**src/rtl/lfa_pkg.sv**
```systemverilog
// Shared types and helpers for the link fault aggregator.
// Assumes a 2-bit threshold code. Code 11 is treated as the middle level.
package lfa_pkg;

    typedef enum logic [1:0] {
        THR_LOW  = 2'b00,
        THR_MID  = 2'b01,
        THR_HIGH = 2'b10,
        THR_ALT  = 2'b11
    } thr_sel_e;

    // Select the amplitude flag that the current threshold code names.
    function automatic logic pick_amp(input logic [2:0] ok, input logic [1:0] sel);
        logic r;
        case (thr_sel_e'(sel))
            THR_LOW:  r = ok[0];
            THR_HIGH: r = ok[2];
            default:  r = ok[1];
        endcase
        return r;
    endfunction

endpackage

```
**src/rtl/lfa_en_hold.sv**
```systemverilog
// Enable pass/hold stage for one channel.
// While the strobe is high the bus bit passes straight through. While it is
// low, the value captured at the last clock edge with the strobe high is held.
// Assumes the strobe is high for at least one clock edge with the bus stable.
module lfa_en_hold (
    input  logic clk,
    input  logic rst_n,
    input  logic strobe,
    input  logic en_bit,
    output logic en_o
);
    logic held_q;

    // Capture the bus bit on every edge while the strobe is open.
    always_ff @(posedge clk) begin
        if (!rst_n)
            held_q <= 1'b0;
        else if (strobe)
            held_q <= en_bit;
    end

    // Pass through when open, otherwise present the held value.
    always_comb begin
        en_o = strobe ? en_bit : held_q;
    end
endmodule

```
**src/rtl/lfa_settle_timer.sv**
```systemverilog
// Post-enable settle window for one channel.
// When the enable rises, busy is high in that cycle and for the next
// SETTLE_CYCLES clock edges. A low enable clears the window.
// Assumes SETTLE_CYCLES >= 1.
module lfa_settle_timer #(
    parameter int SETTLE_CYCLES = 100000
) (
    input  logic clk,
    input  logic rst_n,
    input  logic en,
    output logic busy
);
    localparam int CNT_W = $clog2(SETTLE_CYCLES + 1);

    logic             en_d;
    logic [CNT_W-1:0] cnt_q;

    // Track the previous enable and run the countdown.
    always_ff @(posedge clk) begin
        if (!rst_n) begin
            en_d  <= 1'b0;
            cnt_q <= '0;
        end else begin
            en_d <= en;
            if (!en)
                cnt_q <= '0;
            else if (!en_d)
                cnt_q <= CNT_W'(SETTLE_CYCLES);
            else if (cnt_q != '0)
                cnt_q <= cnt_q - CNT_W'(1);
        end
    end

    // Busy in the rising cycle and while the count is non-zero.
    always_comb begin
        busy = en && (!en_d || (cnt_q != '0));
    end
endmodule

```
**src/rtl/lfa_health_eval.sv**
```systemverilog
// Combines one channel's health terms into an active-low fault indicator.
// In loopback the amplitude term is dropped and the transmit output is forced
// to one. Purely combinational.
module lfa_health_eval
    import lfa_pkg::*;
(
    input  logic [2:0] amp_ok,
    input  logic [1:0] thr_sel,
    input  logic       dens_ok,
    input  logic       freq_ok,
    input  logic       loop_en,
    input  logic       en,
    input  logic       settling,
    output logic       ok_n,
    output logic       tx_one
);
    logic amp_term;

    // Amplitude term: selected threshold, bypassed in loopback.
    always_comb begin
        amp_term = loop_en || pick_amp(amp_ok, thr_sel);
    end

    // Indicator is high only when every term holds.
    always_comb begin
        ok_n   = en && !settling && dens_ok && freq_ok && amp_term;
        tx_one = loop_en;
    end
endmodule

```
**src/rtl/link_fault_agg.sv**
```systemverilog
// Top of the link fault aggregator: one hold stage, settle timer and health
// evaluator per receive channel. Channel c takes its enable from en_bus[2c].
// The odd bus bits are not used.
module link_fault_agg #(
    parameter int NUM_CH        = 4,
    parameter int SETTLE_CYCLES = 100000
) (
    input  logic                  clk,
    input  logic                  rst_n,
    input  logic [1:0]            thr_sel,
    input  logic [3*NUM_CH-1:0]   amp_ok,
    input  logic [NUM_CH-1:0]     dens_ok,
    input  logic [NUM_CH-1:0]     freq_ok,
    input  logic [NUM_CH-1:0]     loop_en,
    input  logic [2*NUM_CH-1:0]   en_bus,
    input  logic                  en_strobe,
    output logic [NUM_CH-1:0]     link_ok_n,
    output logic [NUM_CH-1:0]     chan_en,
    output logic [NUM_CH-1:0]     tx_force_one
);
    localparam int BUS_W = 2 * NUM_CH;

    logic [NUM_CH-1:0] settling;
    logic [NUM_CH-1:0] unused_odd_bits;

    for (genvar c = 0; c < NUM_CH; c++) begin : g_ch
        assign unused_odd_bits[c] = en_bus[(2*c+1) % BUS_W];

        lfa_en_hold u_hold (
            .clk    (clk),
            .rst_n  (rst_n),
            .strobe (en_strobe),
            .en_bit (en_bus[2*c]),
            .en_o   (chan_en[c])
        );

        lfa_settle_timer #(
            .SETTLE_CYCLES (SETTLE_CYCLES)
        ) u_settle (
            .clk   (clk),
            .rst_n (rst_n),
            .en    (chan_en[c]),
            .busy  (settling[c])
        );

        lfa_health_eval u_eval (
            .amp_ok   (amp_ok[3*c +: 3]),
            .thr_sel  (thr_sel),
            .dens_ok  (dens_ok[c]),
            .freq_ok  (freq_ok[c]),
            .loop_en  (loop_en[c]),
            .en       (chan_en[c]),
            .settling (settling[c]),
            .ok_n     (link_ok_n[c]),
            .tx_one   (tx_force_one[c])
        );
    end
endmodule

```
**config.mk**
```make
export PLATFORM = sky130hd
export DESIGN_NAME = link_fault_agg
export DESIGN_NICKNAME = d
export VERILOG_FILES = /design/src/rtl/lfa_pkg.sv /design/src/rtl/lfa_en_hold.sv /design/src/rtl/lfa_settle_timer.sv /design/src/rtl/lfa_health_eval.sv /design/src/rtl/link_fault_agg.sv
export SDC_FILE = /design/constraint.sdc
export NUM_CORES = 1
export LEC_CHECK = 0
export CAP_MARGIN = 20
export CORE_UTILIZATION = 40
export CTS_BUF_LIST = sky130_fd_sc_hd__clkbuf_4 sky130_fd_sc_hd__clkbuf_8
export DETAILED_ROUTE_END_ITERATION = 8
export GPL_TIMING_DRIVEN = 0
export PLACE_DENSITY_LB_ADDON = 0.05
export SETUP_SLACK_MARGIN = 0.3
export SYNTH_ARGS = -nofsm -noshare
export SYNTH_HDL_FRONTEND = slang
export SYNTH_SLANG_ARGS = --single-unit
export TNS_END_PERCENT = 50
```
**constraint.sdc**
```tcl
create_clock -name clk -period 2.89 [get_ports clk]
set_input_delay 0.289 -clock clk [delete_from_list [all_inputs] [get_ports clk]]
set_output_delay 0.289 -clock clk [all_outputs]
set_load 0.01 [all_outputs]
```
# Word level (Yosys, flattened, before mapping)
# Cells that the tools add are included.
dict set report totals {
  in_bits 37
  output_inout_bits 12
  regBits 72
  elab_cells 86
}
dict set report op_classes {
  n_mux 16
  n_reduce_logical 49
  eq_ne 5
  addsub 4
}
# operator n
set op_table {}
lappend op_table {{$mux W17} 8}
lappend op_table {{$reduce_bool A17 Y1} 4}
lappend op_table {{$sub A17 B1 Y17 const B} 4}
lappend op_table {{$logic_and A1 B1 Y1} 20}
lappend op_table {{$reduce_and A3 Y1} 4}
lappend op_table {{$logic_not A1 Y1} 8}
lappend op_table {{$logic_or A1 B1 Y1} 8}
lappend op_table {{$pmux W1 S2} 4}
lappend op_table {{$reduce_and A2 Y1} 4}
lappend op_table {{$mux W1} 4}
lappend op_table {{$ne A2 B1 Y1 const B} 2}
lappend op_table {{$ne A2 B2 Y1 const B} 2}
lappend op_table {{$eq A2 B2 Y1 const B} 1}
lappend op_table {{$logic_not A2 Y1} 1}

# Logic depth before layout (Yosys ltp)
dict set report depth {
  depth_word 8
  ltp_mapped 7
  mapped_depth_nobuf 6
}

# By module
# A second synthesis with hierarchy kept.
dict set report unflattened {
  hier_cells 484
  hier_area_um2 4043.9
}
# module area_each_um2 cells_each n_inst seq_area_each_um2
set by_module_without_submodules {}
lappend by_module_without_submodules {lfa_settle_timer 922.1 112 4 360.3}
lappend by_module_without_submodules {lfa_health_eval 45.0 6 4 0.0}
lappend by_module_without_submodules {lfa_en_hold 43.8 3 4 20.0}

# Worst setup path after synthesis
# No wires, ideal clock.
dict set report synth_timing {
  kind {register -> output}
  from {register g_ch[3].u_settle.cnt_q[0]}
  to {output port link_ok_n[3]}
  n_path_buf 1
  stages_incl_launch_ff 8
  setup_slack_ns 0.581
  required_time_ns 2.601
  arrival_ns 2.020
  path_cell_list {dfxtp_1 > inv_1 > ha_1 > or4b_4 > nor3_1 > nand2_1 > nor3_1 > buf_4}
}
dict set report synth_via {
  elab_chain_cells 8
}
# item line_no
set synth_lines {}
lappend synth_lines {{from (decl)} lfa_settle_timer.sv:16} ;# logic [CNT_W-1:0] cnt_q;
lappend synth_lines {{from (signal assigned)} lfa_settle_timer.sv:28} ;# cnt_q <= CNT_W'(SETTLE_CYCLES);
lappend synth_lines {{from (signal assigned)} lfa_settle_timer.sv:30} ;# cnt_q <= cnt_q - CNT_W'(1);
lappend synth_lines {{$reduce_bool A17 Y1} lfa_settle_timer.sv:36} ;# busy = en && (!en_d || (cnt_q != '0));
lappend synth_lines {{$logic_or A1 B1 Y1} lfa_settle_timer.sv:36}
lappend synth_lines {{$logic_and A1 B1 Y1} lfa_settle_timer.sv:36}
lappend synth_lines {{$logic_not A1 Y1} lfa_health_eval.sv:26} ;# ok_n = en && !settling && dens_ok && freq_ok && amp_term;
lappend synth_lines {{$logic_and A1 B1 Y1 (4 in series)} lfa_health_eval.sv:26}
lappend synth_lines {{to (decl)} link_fault_agg.sv:17} ;# output logic [NUM_CH-1:0] link_ok_n,
# Every way passes these cells.

# Worst setup path after layout
dict set report layout_timing {
  from {input port thr_sel[1]}
  to {output port link_ok_n[0]}
}
dict set report layout_via {
  elab_chain_cells 4
  elab_cells_between_ends 5
  classes_between {1 x eq/ne; 1 x mux; 3 x reduce/logical}
}
# item line_no
set layout_lines {}
lappend layout_lines {{from (decl)} link_fault_agg.sv:10} ;# input logic [1:0] thr_sel,
lappend layout_lines {{$eq A2 B2 Y1 / $logic_not A2 Y1 (equally long branches)} lfa_pkg.sv:15} ;# case (thr_sel_e'(sel))
lappend layout_lines {{$pmux W1 S2 *} lfa_pkg.sv:15}
lappend layout_lines {{$logic_or A1 B1 Y1 *} lfa_health_eval.sv:21} ;# amp_term = loop_en || pick_amp(amp_ok, thr_sel);
lappend layout_lines {{$logic_and A1 B1 Y1 *} lfa_health_eval.sv:26}
# Mark *: on every way between the ends. The rest lies on a longest branch, timed or not.

==> reports/metrics.yaml <==
die_w_um: 101.7
critPathCaptureType: "output pin"
critPathArrivalTime_ns: 2.45
syn2layout_area_growth_pct: 26.90
max_slew_margin_pct: 39.76
rows: 36
placed_cell_area_um2: 4579
antenna_cells: 0
rr_endpoint: "g_ch[3].u_settle.cnt_q[14]"
ff2ff_setup_slack_ns: 0.40
rsz0062_at_grt: "true"
max_cap_violations: 0
yosys_warnings: 0
synthMuxAreaShare_pct: 7.874
cts_root_buffer: "clkbuf_8"
dieArea_um2: 10330
wl_per_cell_um: 14.91
cts.sinks: 72
grt_pass1_vias: 3553
clk-insertion-delay-late_ns: 0.35
stdcell_count: 687
synth_seq_area_share_pct: 36.28
vias: 3913
route.detailed.drc: 0
layout_min_cycle_time_ns: 2.739
hold_depth: 2
reg2reg_from: "g_ch[3].u_settle.cnt_q[0]"
synth.largest_area_cell: "dfxtp_1"
synth_top_area_share_pct: 36.28
hold_end: "g_ch[0].u_settle.cnt_q[16]"
grt_pass1_wl_um: 16960
total_power_mw: 2.600
dpl.cell_count: 662
yosysMostFrequentCell: "dfxtp_1"
cp_max_fo: 4
cts_buffers: 9
die_y_um: 101.7
initial_core_util_pct: 41.02
hpwl_um: 7239
netlist_area_um2: 3973
netlist_top_cells_count: "dfxtp_1, nand2_1, a21oi_1, nor3_1, inv_1"
synth_xor_area_share_pct: 0
grt_max_degree: 13
htreeDepth: 3
drt-initial-drc-count: 108
hold_buffers: 0
setup_viol: 0
syn_nets: 526
antenna_found_initial: 0
gp_routability_congestion: 0.8350
synth-edff-count: 0
ys_seq_elements: 72
postRouteAntennaNets: 0
via_per_inst: 5.696
tightestPinTransition_ns: 0.8966
drv_slew: 0
async_flop_share_pct: 0
outcome: "complete, no violations"
synth.distinct_cells: 45
clock_path_buffers: 2
syn_inst: 485
clock.fmax_ghz: 0.3650
synth_ff_type: "dfxtp_1"
synth_area_leaders: "dfxtp_1, mux2i_1, nand2_1"
synth_simple_gate_area_share_pct: 29.95
synth-compound-area-share_pct: 18.83
core_area_um2: 9684
fin_crit_sh_pct: 94.79
drtPass1Iterations: 4
nNetsFinal: 591
tritoncts: "yes"
drive_gt1_share_pct: 14.26
io_pins: 49
worstSetupStartpointType: "primary input"
power_leakage_nw: 2.028
synth_top_family_by_area: "simple AND/OR/NAND/NOR gates"
wl_um: 10240
vdd_ir_drop_max_mv: 0.3227
worstHoldStart: "g_ch[0].u_settle.cnt_q[16]"
reg2reg_depth: 8
fin_area_um2: 5041
pwr_density_cell_nw_per_um2: 515.7
numPortBuffers: 44
whs_ns: 0.4873
syn_avg_cell_area_um2: 8.191
grt_overflow_total: 0
fin_worst_skew_ns: 0.01088
grt_usage_pct: 20.92
hold_path.class: "register to register"
synthAdderAreaFrac_pct: 1.260
required_ns: 2.60
hold_viol_final: 0
clkTransAtPathRegs_ns: 0.08
crit_type: "primary input to output pin"
final cells by class:
cell class                 instances  area, um2
tap                              133      166.4
clock buffer                      10      137.6
inverter                          23      86.33
timing repair buffer              54      513.0
multi-input combinational        364       2454
buffer                            26      158.9
fill                             935       4643
sequential                        72       1444
clock inverter                     5      81.33
per-layer routing:
metal | GRT usage (%) | up-vias | part of all wire (%)
met5 | 0 | - | 0
met2 | 33.84 | 80 | 47
met4 | 7.804 | 0 | 1.8
li1 | - | 1956 | -
met1 | 27.56 | 1866 | 47
met3 | 4.072 | 11 | 4.3
cell usage in the layout (no fill, tap or decap), types with 4 or more instances in the layout:
cell type,Yosys,final
dfxtp_1,72,70
nand2_1,46,46
clkdlybuf4s50_1,0,41
a21oi_1,31,31
inv_1,23,23
nand2b_1,22,22
nor3_1,26,21
buf_4,12,21
mux2i_1,20,20
nor2_1,20,19
or4_1,20,19
o31ai_1,19,19
o21ai_0,18,18
or3_1,14,14
a31oi_1,14,14
nand3_1,13,12
clkbuf_8,0,11
clkbuf_1,13,10
mux2_2,10,10
nor4_1,14,9
and3_1,9,8
nand4_1,7,7
a211oi_1,7,7
or2_2,6,6
a311oi_1,5,5
nor4_4,0,4
timing repair:
item | CTS | global route
resized for setup | 28 | 10
setup endpoints to repair | 4 | 5
pin swaps | 5 | 2
setup buffers | 5 | 4
flip-flops by register name (all words and copies together) (netlist names):
name,count
g_ch.u_settle.en_d,4
g_ch.u_settle.cnt_q,68
critical path, stage by stage:
cell and delay, ns:
clkdlybuf4s50_1 0.65, mux2_2 0.37, mux2_2 0.25, nor2_1 0.21
nor4_4 0.07, buf_4 0.13, clkdlybuf4s50_1 0.47
cells by family after synthesis:
| logic type | after synthesis |
|---|---|
| muxes | 30 |
| and+or+nand+nor | 215 |
| DFF | 72 |
| adders and majority gates | 4 |
| AOI/OAI and AO/OA | 115 |
| buffers and inverters | 49 |
how the worst max path moves through the flow:
stage,cells past startpoint,slack (ns),endpoint,start
global placement,8,-0.35,link_ok_n[3],g_ch[3].u_settle.cnt_q[0]
global route,7,0.03,link_ok_n[0],g_ch[0].u_settle.cnt_q[0]
CTS,7,0.05,link_ok_n[2],g_ch[2].u_settle.cnt_q[10]
detailed placement,8,-0.34,link_ok_n[3],g_ch[3].u_settle.cnt_q[0]
finish,7,0.15,link_ok_n[0],thr_sel[1]
floorplan,7,0.58,link_ok_n[3],g_ch[3].u_settle.cnt_q[0]
metrics by stage:
step | setup WS [ns] | util (%) | setup TNS [ns]
2_1_floorplan | 0.5813 | - | 0
3_3_place_gp | -0.3473 | 47.29 | -0.4448
3_5_place_dp | -0.3437 | 47.29 | -0.4223
4_1_cts | 0.05468 | 51.24 | 0
5_1_grt | 0.02678 | 52.05 | 0
6_report | 0.1506 | 52.05 | 0
where the power goes:
part	total, mW	internal (mW)	switching [mW]
combinational	0.635	0.299	0.336
sequential	1.06	1.03	0.0380
clock	0.901	0.505	0.396
No activity file was read; power rests on OpenSTA's default activity.
